[config.mk]
export PLATFORM = sky130hd
export DESIGN_NAME = termio_ctrl
export DESIGN_NICKNAME = d
export VERILOG_FILES = /design/src/rtl/termio_pkg.sv /design/src/rtl/termio_ctl.sv /design/src/rtl/termio_dp.sv /design/src/rtl/termio_ctrl.sv
export SDC_FILE = /design/constraint.sdc
export NUM_CORES = 1
export LEC_CHECK = 0
export ABC_AREA = 1
export BUFFER_PORTS_ARGS = -buffer_cell sky130_fd_sc_hd__buf_4
export CORE_ASPECT_RATIO = 0.75
export CORE_MARGIN = 5
export CORE_UTILIZATION = 34
export CTS_CLUSTER_DIAMETER = 120
export DETAILED_ROUTE_END_ITERATION = 7
export PLACE_DENSITY = 0.75
export REMOVE_ABC_BUFFERS = 1
export SLEW_MARGIN = 25
export SYNTH_ARGS = -nofsm -noshare
export SYNTH_HDL_FRONTEND = slang
export SYNTH_HIERARCHICAL = 1
export SYNTH_SLANG_ARGS = --single-unit
[constraint.sdc]
create_clock -name clk -period 1.4 [get_ports clk]
set_clock_uncertainty 0.2 [all_clocks]
set_input_delay 0.28 -clock clk [delete_from_list [all_inputs] [get_ports clk]]
set_output_delay 0.28 -clock clk [all_outputs]
set_load 0.005 [all_outputs]
[src/rtl/termio_pkg.sv]
package termio_pkg;
  // Strobes passed from the control module to the datapath.
  typedef struct packed {
    logic       rxLoad;
    logic       rxConsume;
    logic       rxIeWr;
    logic       txIeWr;
    logic       txAccept;
    logic       rdHit;
    logic [1:0] rdIdx;
  } termStrb_t;

  typedef enum logic [1:0] {TX_IDLE, TX_SEND, TX_HOLD} txState_t;

  // Word index of each register, taken from address bits [3:2].
  localparam logic [1:0] IDX_RXCTL = 2'd0;
  localparam logic [1:0] IDX_RXDAT = 2'd1;
  localparam logic [1:0] IDX_TXCTL = 2'd2;
  localparam logic [1:0] IDX_TXDAT = 2'd3;
endpackage

[src/rtl/termio_ctl.sv]
module termio_ctl
  import termio_pkg::*;
#(
  parameter int          ADDR_W      = 32,
  parameter logic [31:0] BASE_ADDR   = 32'hFFFF_0000,
  parameter int          BUSY_CYCLES = 4
) (
  input  logic              clk,
  input  logic              rstN,
  input  logic [ADDR_W-1:0] busAddr,
  input  logic              busRd,
  input  logic              busWr,
  input  logic              rxValid,
  input  logic              txReady,
  output termStrb_t         strb,
  output logic              txRdy,
  output logic              txValid
);
  localparam int CNT_W = (BUSY_CYCLES > 0) ? $clog2(BUSY_CYCLES + 1) : 1;

  logic       hit;
  logic [1:0] idx;
  txState_t   state;
  logic [CNT_W-1:0] busyCnt;

  // The four registers take one 16-byte window.
  assign hit = (busAddr[ADDR_W-1:4] == BASE_ADDR[ADDR_W-1:4]);
  assign idx = busAddr[3:2];

  assign txRdy   = (state == TX_IDLE);
  assign txValid = (state == TX_SEND);

  always_comb begin
    strb           = '0;
    strb.rxLoad    = rxValid;
    strb.rxConsume = busRd && hit && (idx == IDX_RXDAT);
    strb.rxIeWr    = busWr && hit && (idx == IDX_RXCTL);
    strb.txIeWr    = busWr && hit && (idx == IDX_TXCTL);
    strb.txAccept  = busWr && hit && (idx == IDX_TXDAT) && txRdy;
    strb.rdHit     = busRd && hit;
    strb.rdIdx     = idx;
  end

  always_ff @(posedge clk) begin
    if (!rstN) begin
      state   <= TX_IDLE;
      busyCnt <= '0;
    end else begin
      case (state)
        TX_IDLE: if (strb.txAccept) state <= TX_SEND;
        TX_SEND: if (txReady) begin
          if (BUSY_CYCLES == 0) state <= TX_IDLE;
          else begin
            state   <= TX_HOLD;
            busyCnt <= CNT_W'(BUSY_CYCLES);
          end
        end
        TX_HOLD: begin
          if (busyCnt <= CNT_W'(1)) state <= TX_IDLE;
          else busyCnt <= busyCnt - 1'b1;
        end
        default: state <= TX_IDLE;
      endcase
    end
  end


  tx_accept_starts_chk: assert property (@(posedge clk) disable iff (!rstN)
    strb.txAccept |=> (txValid && !txRdy));


  tx_hold_until_ready_chk: assert property (@(posedge clk) disable iff (!rstN)
    (txValid && !txReady) |=> txValid);


  tx_busy_store_dropped_chk: assert property (@(posedge clk) disable iff (!rstN)
    (busWr && hit && idx == IDX_TXDAT && !txRdy && !txValid) |=> !txValid);
endmodule

[src/rtl/termio_dp.sv]
module termio_dp
  import termio_pkg::*;
#(
  parameter int DATA_W = 32,
  parameter int CHAR_W = 8
) (
  input  logic              clk,
  input  logic              rstN,
  input  termStrb_t         strb,
  input  logic              txRdy,
  input  logic [DATA_W-1:0] busWdata,
  input  logic [CHAR_W-1:0] rxData,
  output logic [DATA_W-1:0] busRdata,
  output logic [CHAR_W-1:0] txData,
  output logic              irq
);
  logic              rxRdy, rxIe, txIe;
  logic [CHAR_W-1:0] rxChar, txChar;

  always_ff @(posedge clk) begin
    if (!rstN) begin
      rxRdy  <= 1'b0;
      rxIe   <= 1'b0;
      txIe   <= 1'b0;
      rxChar <= '0;
      txChar <= '0;
    end else begin
      // An arrival wins over a read in the same cycle.
      if (strb.rxLoad) begin
        rxRdy  <= 1'b1;
        rxChar <= rxData;
      end else if (strb.rxConsume) begin
        rxRdy  <= 1'b0;
      end
      if (strb.rxIeWr)   rxIe   <= busWdata[1];
      if (strb.txIeWr)   txIe   <= busWdata[1];
      if (strb.txAccept) txChar <= busWdata[CHAR_W-1:0];
    end
  end

  always_comb begin
    busRdata = '0;
    if (strb.rdHit) begin
      case (strb.rdIdx)
        IDX_RXCTL: busRdata[1:0] = {rxIe, rxRdy};
        IDX_RXDAT: busRdata[CHAR_W-1:0] = rxChar;
        IDX_TXCTL: busRdata[1:0] = {txIe, txRdy};
        default:   busRdata = '0;
      endcase
    end
  end

  assign txData = txChar;
  assign irq    = (rxRdy && rxIe) || (txRdy && txIe);


  rx_arrival_sets_ready_chk: assert property (@(posedge clk) disable iff (!rstN)
    strb.rxLoad |=> (rxRdy && rxChar == $past(rxData)));


  rx_read_clears_ready_chk: assert property (@(posedge clk) disable iff (!rstN)
    (strb.rxConsume && !strb.rxLoad) |=> !rxRdy);


  ready_not_writable_chk: assert property (@(posedge clk) disable iff (!rstN)
    (strb.rxIeWr && !strb.rxLoad && !strb.rxConsume) |=> $stable(rxRdy));


  tx_char_stable_chk: assert property (@(posedge clk) disable iff (!rstN)
    (!txRdy && !strb.txAccept) |=> $stable(txChar));
endmodule

[src/rtl/termio_ctrl.sv]
module termio_ctrl
  import termio_pkg::*;
#(
  parameter int          ADDR_W      = 32,
  parameter int          DATA_W      = 32,
  parameter int          CHAR_W      = 8,
  parameter logic [31:0] BASE_ADDR   = 32'hFFFF_0000,
  parameter int          BUSY_CYCLES = 4
) (
  input  logic              clk,
  input  logic              rstN,
  input  logic [ADDR_W-1:0] busAddr,
  input  logic              busRd,
  input  logic              busWr,
  input  logic [DATA_W-1:0] busWdata,
  output logic [DATA_W-1:0] busRdata,
  input  logic              rxValid,
  input  logic [CHAR_W-1:0] rxData,
  output logic              txValid,
  output logic [CHAR_W-1:0] txData,
  input  logic              txReady,
  output logic              irq
);
  termStrb_t strb;
  logic      txRdy;
  logic      unusedAddrBits;

  assign unusedAddrBits = ^busAddr[1:0];

  termio_ctl #(
    .ADDR_W(ADDR_W), .BASE_ADDR(BASE_ADDR), .BUSY_CYCLES(BUSY_CYCLES)
  ) ctlInst (
    .clk(clk), .rstN(rstN), .busAddr(busAddr), .busRd(busRd), .busWr(busWr),
    .rxValid(rxValid), .txReady(txReady), .strb(strb), .txRdy(txRdy),
    .txValid(txValid)
  );

  termio_dp #(
    .DATA_W(DATA_W), .CHAR_W(CHAR_W)
  ) dpInst (
    .clk(clk), .rstN(rstN), .strb(strb), .txRdy(txRdy), .busWdata(busWdata),
    .rxData(rxData), .busRdata(busRdata), .txData(txData), .irq(irq)
  );
endmodule

==> results.md, run 1 <==
- Port bufs: just under 70
- Startpoint Class: input pin
- Peak supply drop: between 0.6 and 0.7 mV
- Filler cell count: 354
- Critical-path maximum fanout: 8
- PwrDens: 674 nW/um^2
- Crit Path Class: input pin to primary output
- CTS tree: done
- Core area: 4030 um^2
- Period utilization: 133%
- Cell Area, Synth: around 1400 um^2
- Commonest cells after routing, fill and taps aside: buf_4 (67), nor2_1 (40), conb_1 (24), nand2_1 (22), buf_6 (21)
- Register area: 485 um^2
- # setup viols final: 24
- Final min period: ~1900 ps
- Combinational Power Share: about 16%
- WP data arrival: 1380 ps
- Final Hold Fails: 0
- Fin nets: 379
- # rows: 20
- R2R depth: 7
- Starting Density: a little over a third
- Vias in the first global route: 1424
- Post-synthesis to final-layout area growth: 63.5%
- Area of the multi-input gates: about 860 um^2
- Post-synthesis cell type count: 24
- Grt ovf: 0
- WL per Instance: roughly 13 um
- Total negative setup slack: -6850 ps
- Seq/Total Area, Yosys: between 30 and 40%
- Layout cells sized above 1: a little under half
- Slew Limit Fails: 0
- Chip Width: 84.6 um
- Die height: ~66 um
- Post-route DRC: 0
- Max cap viols: 0
- Num Clock Sinks: 24
- Initial antenna violation count: 0
- CTS Buffer Depth: 2
- Via count: 1518
- First-pass GRT wire length: around 6200 um
- Outcome: finished with violations
- GRT Total Usage: a little over an eighth
- Clk pin slew, worst setup/hold paths: approximately 90 ps
- Synthesized flop and latch total: 24
- Die area: ~5600 um^2
- Final wirelength: 4430 um
- Failing checks: negative setup slack
- Int Power: roughly 1.2 mW
- Initial DRC count: 88
- DRT antenna net count: 0
- Part of the power in registers: between 40 and 50%
- Required time worst endpoint: a little over 900 ps
- Switching share of power: between 20 and 25%
- Diodes inserted: 0
- Hold Crit Class: input pin to register
- Vias per inst: between 4 and 5
- Worst setup EP type: primary output
- Clk Latency, worst-skew pair: between 200 and 300 ps
- GP Congestion: approximately 0.77
- Fin worst setup slack: -460 ps
- Hold Crit Depth: 3
- Final hold slack: about 17 ps
- Clock share of power: roughly 39%
- # H-tree levels: 1
- Largest net degree at the start of global routing: 22
- I/O Pins: between 100 and 150
- CTS Buf Count: 3
- Avg Cell Area, Syn: roughly 6.7 um^2
- Switch Pwr: about 0.34 mW
- Root buf cell: clkbuf_8
- Leak pwr: about 1.1 nW
- Warnings, synthesis: 6
- DP HPWL: around 3000 um
- RSZ-0062 raised after global routing: yes
- Commonest non-fill, non-tap cell in the layout: buf_4
- Total Power: approximately 1.6 mW
- Cells after synthesis: approximately 210
- Achievable Freq: between 500 and 600 MHz
- 1st-pass router iterations: 6
-- power by group through the flow --
| stage | combinational, mW | sequential (mW) | clock, mW |
|---|---|---|---|
| finish | 0.248 | 0.712 | 0.602 |
| global route | 0.273 | 0.715 | 0.657 |
| CTS | 0.219 | 0.710 | 0.618 |
| detailed placement | 0.208 | 0.725 | 0 |
| global placement | 0.205 | 0.725 | 0 |
| floorplan | 0.0667 | 0.723 | 0 |
-- path summary, 6_finish.rpt --
check	startpoint	end	slack (ps)
setup / recovery	busAddr[9]	busRdata[5]	-460
hold / removal	busWdata[5]	dpInst/txData[5]	20
setup reg to reg	ctlInst/state[0]	dpInst/txData[7]	-170
hold reg to reg	ctlInst/busyCnt[2]	ctlInst/busyCnt[2]	270
-- critical path, cell delays in order --
cell and delay, ps:
buf_6 100, nor2_4 110, nand2_1 70, nor2_1 170
nand2_2 90, nor2_4 100, nand2_2 90, clkinv_4 100
nand2_2 60, nor2_2 90, buf_4 110
-- repair_timing --
action | 4_1_cts | 5_1_grt
setup buffers | 5 | 4
pin swaps | 29 | 20
endpoints found under the setup margin | 19 | 26
hold buffers | 0 | 0
gates resized for setup | 37 | 40
-- registers in the layout, summed over array words and instances (netlist names) --
signal	cells
dpInst/txIe	1
dpInst/rxIe	1
dpInst/rxRdy	1
dpInst/txData	8
ctlInst/state	2
dpInst/rxChar	8
ctlInst/busyCnt	3
-- cell families (layout without fill, tap and decap cells) --
kind of cell,after synthesis,in the layout,share of synthesized area (%)
AO/OA/AOI/OAI,29,29,11.2
adder cells (fa/ha/maj),2,2,1.76
buffers and inverters,53,115,21.9
flip-flops,24,24,33.9
other,1,24,0.265
AND/OR/NAND/NOR,104,104,31.0
-- cells in the mapped netlist --
library cell	n	share of area [%]
buf_4	27	14
buf_2	2	0.71
ha_1	2	1.8
nand3_2	1	0.71
o21ai_1	12	4.2
nand2_2	3	1.3
dfxtp_1	24	34
nor2_1	53	14
nor3_2	1	0.71
nor2_2	1	0.44
nand2_1	31	8.2
inv_1	17	4.5
a21boi_2	1	0.79
buf_6	1	0.79
nor2_4	1	0.79
o21ai_0	8	2.8
nor4_1	1	0.44
a22o_1	1	0.62
conb_1	1	0.26
a21oi_2	1	0.62
or2_2	1	0.44
nand3_1	11	3.9
inv_2	6	1.6
a21oi_1	6	2.1
-- layout make-up --
type / instances / share of cell area (%)
clock buffer: 3 / 1.78
clock inverter: 1 / 1.30
inverter: 23 / 4.16
multi-input combinational: 159 / 36.9
sequential: 24 / 21.0
tap: 55 / 2.97
timing repair buffer: 88 / 31.9
-- routing by layer --
metal  vias up  share of wire [%]  global-route usage [%]
li1        780                  -                       -
met1       681                 39                    14.5
met2        48                 53                    25.1
met3         9                6.8                    4.61
met4         0                1.6                    1.78
met5         -                  0                       0
-- through the flow --
step / cells / worst slack (ps) / utilization [%] / cell area [um^2]
after global routing: 353 / -571 / 57.5 / 2320
final: 353 / -460 / 57.5 / 2320
after CTS: 351 / -369 / 53.8 / 2170
after floorplan: 206 / -188 / - / 1280
after detailed placement: 342 / -509 / 48.6 / 1960
after global placement: 342 / -510 / 48.6 / 1960
Note: power is estimated with default switching activity, not from simulation.
==> run 2: changes to the inputs <==
Settings changed: REMOVE_ABC_BUFFERS 1 to unset.
==> results.md, run 2 (synthesis results as in run 1) <==
- Outcome: finished with violations
- Failing checks: negative setup slack
- WP data arrival: around 1300 ps
- Total Power: roughly 1.4 mW
- # H-tree levels: 1
- Final wirelength: between 4000 and 5000 um
- Port bufs: 69
- CTS tree: done
- Layout Cells excl Fill: ~350
- Diodes inserted: 0
- Largest net degree at the start of global routing: 22
- Post-route cell area: between 2000 and 2500 um^2
- Slew Limit Fails: 0
- Clk Latency, worst-skew pair: 260 ps
- Fin nets: approximately 380
- Initial DRC count: 30
- DRT antenna net count: 0
- Final hold slack: ~24 ps
- Vias per inst: about 4.3
- Achievable Freq: 569 MHz
- Grt ovf: 0
- Final Hold Fails: 0
- Dpl ws: -436 ps
- Startpoint Class: input pin
- Final min period: roughly 1800 ps
- Total negative setup slack: -4490 ps
- Fin worst setup slack: -358 ps
- Crit Path Class: input pin to primary output
- Vias in the first global route: 1400
- CTS Buffer Depth: 2
- Initial antenna violation count: 0
- Clk pin slew, worst setup/hold paths: 80 ps
- Post-DP Area: just under 2000 um^2
- # setup viols final: 22
- Max cap viols: 0
- Post-route DRC: 0
- Commonest cells after routing, fill and taps aside: buf_4 (69), nor2_1 (33), conb_1 (24), nand2_1 (22), dfxtp_1 (20)
- Required time worst endpoint: 920 ps
- Chip Width: about 85 um
- Critical-path maximum fanout: 8
- GRT Total Usage: 13.5%
- RSZ-0062 raised after global routing: yes
- Post-synthesis to final-layout area growth: 66.2%
- PwrDens: between 500 and 600 nW/um^2
- Die height: 65.9 um
- DP HPWL: 3040 um
- Starting Density: about a third
- Hold-fix buffers, CTS: 0
- Hold Crit Class: input pin to register
- First-pass GRT wire length: about 6200 um
- GP Congestion: ~0.8
- CTS Buf Count: 3
- Worst setup EP type: primary output
- 1st-pass router iterations: 4
- I/O Pins: between 100 and 150
- Via count: 1527
- WL per Instance: about 12 um
- Period utilization: 126%
- Commonest non-fill, non-tap cell in the layout: buf_4
- Num Clock Sinks: 24
- Die area: around 5600 um^2
- Layout cells sized above 1: about half
- Placed instance count: roughly 340
- Leak pwr: ~1.1 nW
- Finished Core Util: between 50% and 60%
- # rows: 20
- Peak supply drop: a little under 0.7 mV
- Root buf cell: clkbuf_8
- Core area: 4030 um^2
## run 2: area by class of cell
type	count	area (um^2)
clock buffers	4	55.1
fillers	385	1670
inverters	23	104
multi-input cells	159	912
flip-flops and latches	24	488
well taps	55	68.8
repair buffers	87	721
repair inverters	1	7.51
## run 2: repair_timing
action,CTS,global route
gates cloned,1,0
buffers inserted,2,5
gates resized for setup,34,47
pin swaps,17,23
setup endpoints to repair,20,26
## run 2: final timing paths
kind	start	cells after the start	end	slack [ps]
setup / recovery	busAddr[5]	11	busRdata[6]	-360
setup reg to reg	ctlInst/state[0]	7	dpInst/txData[4]	-180
hold reg to reg	ctlInst/busyCnt[2]	2	ctlInst/busyCnt[2]	280
hold / removal	busWdata[2]	3	dpInst/txData[2]	20
## run 2: power by group
part	switching [mW]	internal [mW]
Combinational	0.112	0.134
Sequential	0.0123	0.698
Clock	0.200	0.250
Total	0.325	1.08
## run 2: routing by layer
metal	global-route usage (%)	wire, um	vias up
met3	4.86	334	4
met1	15.3	1680	691
li1	-	-	782
met5	0	0	-
met2	24.9	2130	50
met4	1.78	38	0
## run 2: critical path, cell delays in order
cell and delay (ps):
buf_4 120, nor2_4 70, nand2_2 50, nor2_2 110
nand2_2 70, nor2_4 140, nand2_4 70, clkinv_4 90
nand2_2 60, nor2_2 90, buf_4 120
==> run 3: changes to the inputs <==
Settings changed: CORE_UTILIZATION 34 to 41, PLACE_DENSITY 0.75 to 0.85.
Clock period 1.4 ns to 2.1 ns, I/O delays scaled along.
==> results.md, run 3 (synthesis results as in run 1) <==
- Slew Limit Fails: 0
- Starting Density: between 40 and 50%
- Most used cell, CP: nand2_2
- Required time worst endpoint: around 1500 ps
- Max cap viols: 0
- Dpl ws: -118 ps
- Finished Core Util: about three fifths
- 1st-pass router iterations: 4
- Hold Crit Class: input pin to register
- DP HPWL: 2710 um
- Combinational Power Share: between 10% and 20%
- Hold Crit Start: busWdata[7]
- Hold Crit Depth: 3
- Critical path's slowest cell: nor2_2
- Largest net degree at the start of global routing: 22
- Crit path max-delay family: simple AND/OR/NAND/NOR gates
- WL per Instance: about 11 um
- I/O Pins: 120
- Chip Width: a little under 80 um
- WHS Endpoint: dpInst/txData[7]
- Busiest grt layer: met2
- Layout Cells excl Fill: approximately 320
- RR Endpoint: dpInst/txData[6]
- WP buf/inv: 4
- Filler cell count: approximately 320
- # H-tree levels: 1
- Startpoint Class: input pin
- # rows: 18
- GRT Total Usage: between 10% and 20%
- Worst setup EP type: primary output
- Crit Reg-Reg Startpoint: ctlInst/state[1]
- Clock share of power: ~30%
- CTS tree: done
- GR Util met3: ~6.8%
- Outcome: finished clean
- Clk Latency, worst-skew pair: roughly 260 ps
- WP depth: 12
- Clk pin slew, worst setup/hold paths: 80 ps
- Via count: 1426
- Core area: approximately 3300 um^2
- Critical-path maximum fanout: 8
- Num Clock Sinks: 24
- Vias in the first global route: about 1300
- First-pass GRT wire length: 5290 um
- # setup viols final: 0
- Root buf cell: clkbuf_8
- GP Congestion: between 0.7 and 0.8
- Post-route DRC: 0
- Final wirelength: ~3500 um
- Port bufs: a little under 70
- CTS Buffer Depth: 2
- Met2 usage: about a quarter
- Peak supply drop: roughly 0.44 mV
- Initial DRC count: between 80 and 90
- Layout cells sized above 1: about two fifths
- Period utilization: a little over nine tenths
- Final Hold Fails: 0
- PwrDens: between 400 and 500 nW/um^2
- Int Power: 0.676 mW
- Switch Pwr: 0.207 mW
- Hold-fix buffers, CTS: 0
- Crit Path Class: input pin to primary output
- Part of the power in registers: a little over half
- Final min period: slightly above 2000 ps
- Postcts setup bufs: 0
- Commonest non-fill, non-tap cell in the layout: buf_4
- Slowest cell delay on critical path: roughly 120 ps
- Achievable Freq: a little under 500 MHz
- Critical-path cell list: buf_4, nand2_2, inv_2, nand2_1, nor2_2, nand2_2, nor2_4, nand2_2, clkinv_4, nand2_1, nor2_1, buf_4
- Fin nets: between 300 and 400
- Diodes inserted: 0
- GR Util met1: between 10% and 20%
- Die area: approximately 4700 um^2
- Reg2reg setup slack: ~550 ps
- Commonest cells after routing, fill and taps aside: buf_4 (67), nor2_1 (45), dfxtp_1 (24), conb_1 (24), nand2_1 (22)
- Leak pwr: 1.01 nW
- Vias per inst: roughly 4.4
- CTS Buf Count: 3
- Die height: 60.9 um
- Fin worst setup slack: approximately 76 ps
- DRT antenna net count: 0
- WP data arrival: approximately 1400 ps
- Placed instance count: roughly 320
- Initial antenna violation count: 0
- Post-synthesis to final-layout area growth: 40.2%
- Grt ovf: 0
- R2R depth: 6
- Switching share of power: 23.4%
-- run 3: metal layers --
metal | part of all wire (%) | up-vias | wire length, um
li1 | - | 746 | -
met1 | 40 | 629 | 1370
met2 | 49 | 51 | 1710
met3 | 11 | 0 | 382
met4 | 0 | 0 | 0
met5 | 0 | - | 0
-- run 3: through the flow --
stage               area (um^2)  hold slack, ps  setup TNS (ps)  total power, mW
floorplan                  1500             239               0            0.569
global placement           1870             254            -619            0.612
detailed placement         1870             259            -773            0.615
CTS                        1920             169               0            0.883
global route               1990             176           -17.7            0.927
finish                     1990             176               0            0.883
-- run 3: worst register-to-register path: stages (launching register included) --
cell and delay, ps:
dfxtp_1 350, nor4_1 330, nand3_2 130, inv_1 120, buf_4 160, o21ai_0 90, nor2_1 110
-- run 3: how the worst max path moves through the flow --
stage          slack (ps)          end        start
6_report               80  busRdata[7]  busAddr[17]
5_1_grt                -9  busRdata[5]  busAddr[15]
4_1_cts                 5  busRdata[2]  busAddr[11]
3_5_place_dp         -120  busRdata[4]  busAddr[11]
3_3_place_gp         -100  busRdata[6]  busAddr[11]
2_1_floorplan         200  busRdata[2]  busAddr[11]
-- run 3: power by group through the flow --
stage	Sequential, mW	Clock, mW	Combinational (mW)
after floorplan	0.482	0	0.0869
after global placement	0.483	0	0.129
after detailed placement	0.484	0	0.131
after CTS	0.473	0.278	0.132
after global routing	0.476	0.290	0.160
final	0.474	0.264	0.144
-- run 3: layout make-up --
type                       instances  area (um^2)  area share, %
timing repair buffer              72          559           28.1
tap                               40         50.0           2.52
clock buffer                       3         41.3           2.08
multi-input combinational        159          766           38.5
inverter                          23         91.3           4.59
sequential                        24          480           24.2
-- run 3: repair_timing --
| item | in CTS | in global routing |
|---|---|---|
| setup endpoints to repair | 8 | 8 |
| pin swaps | 1 | 19 |
| resized for setup | 3 | 26 |
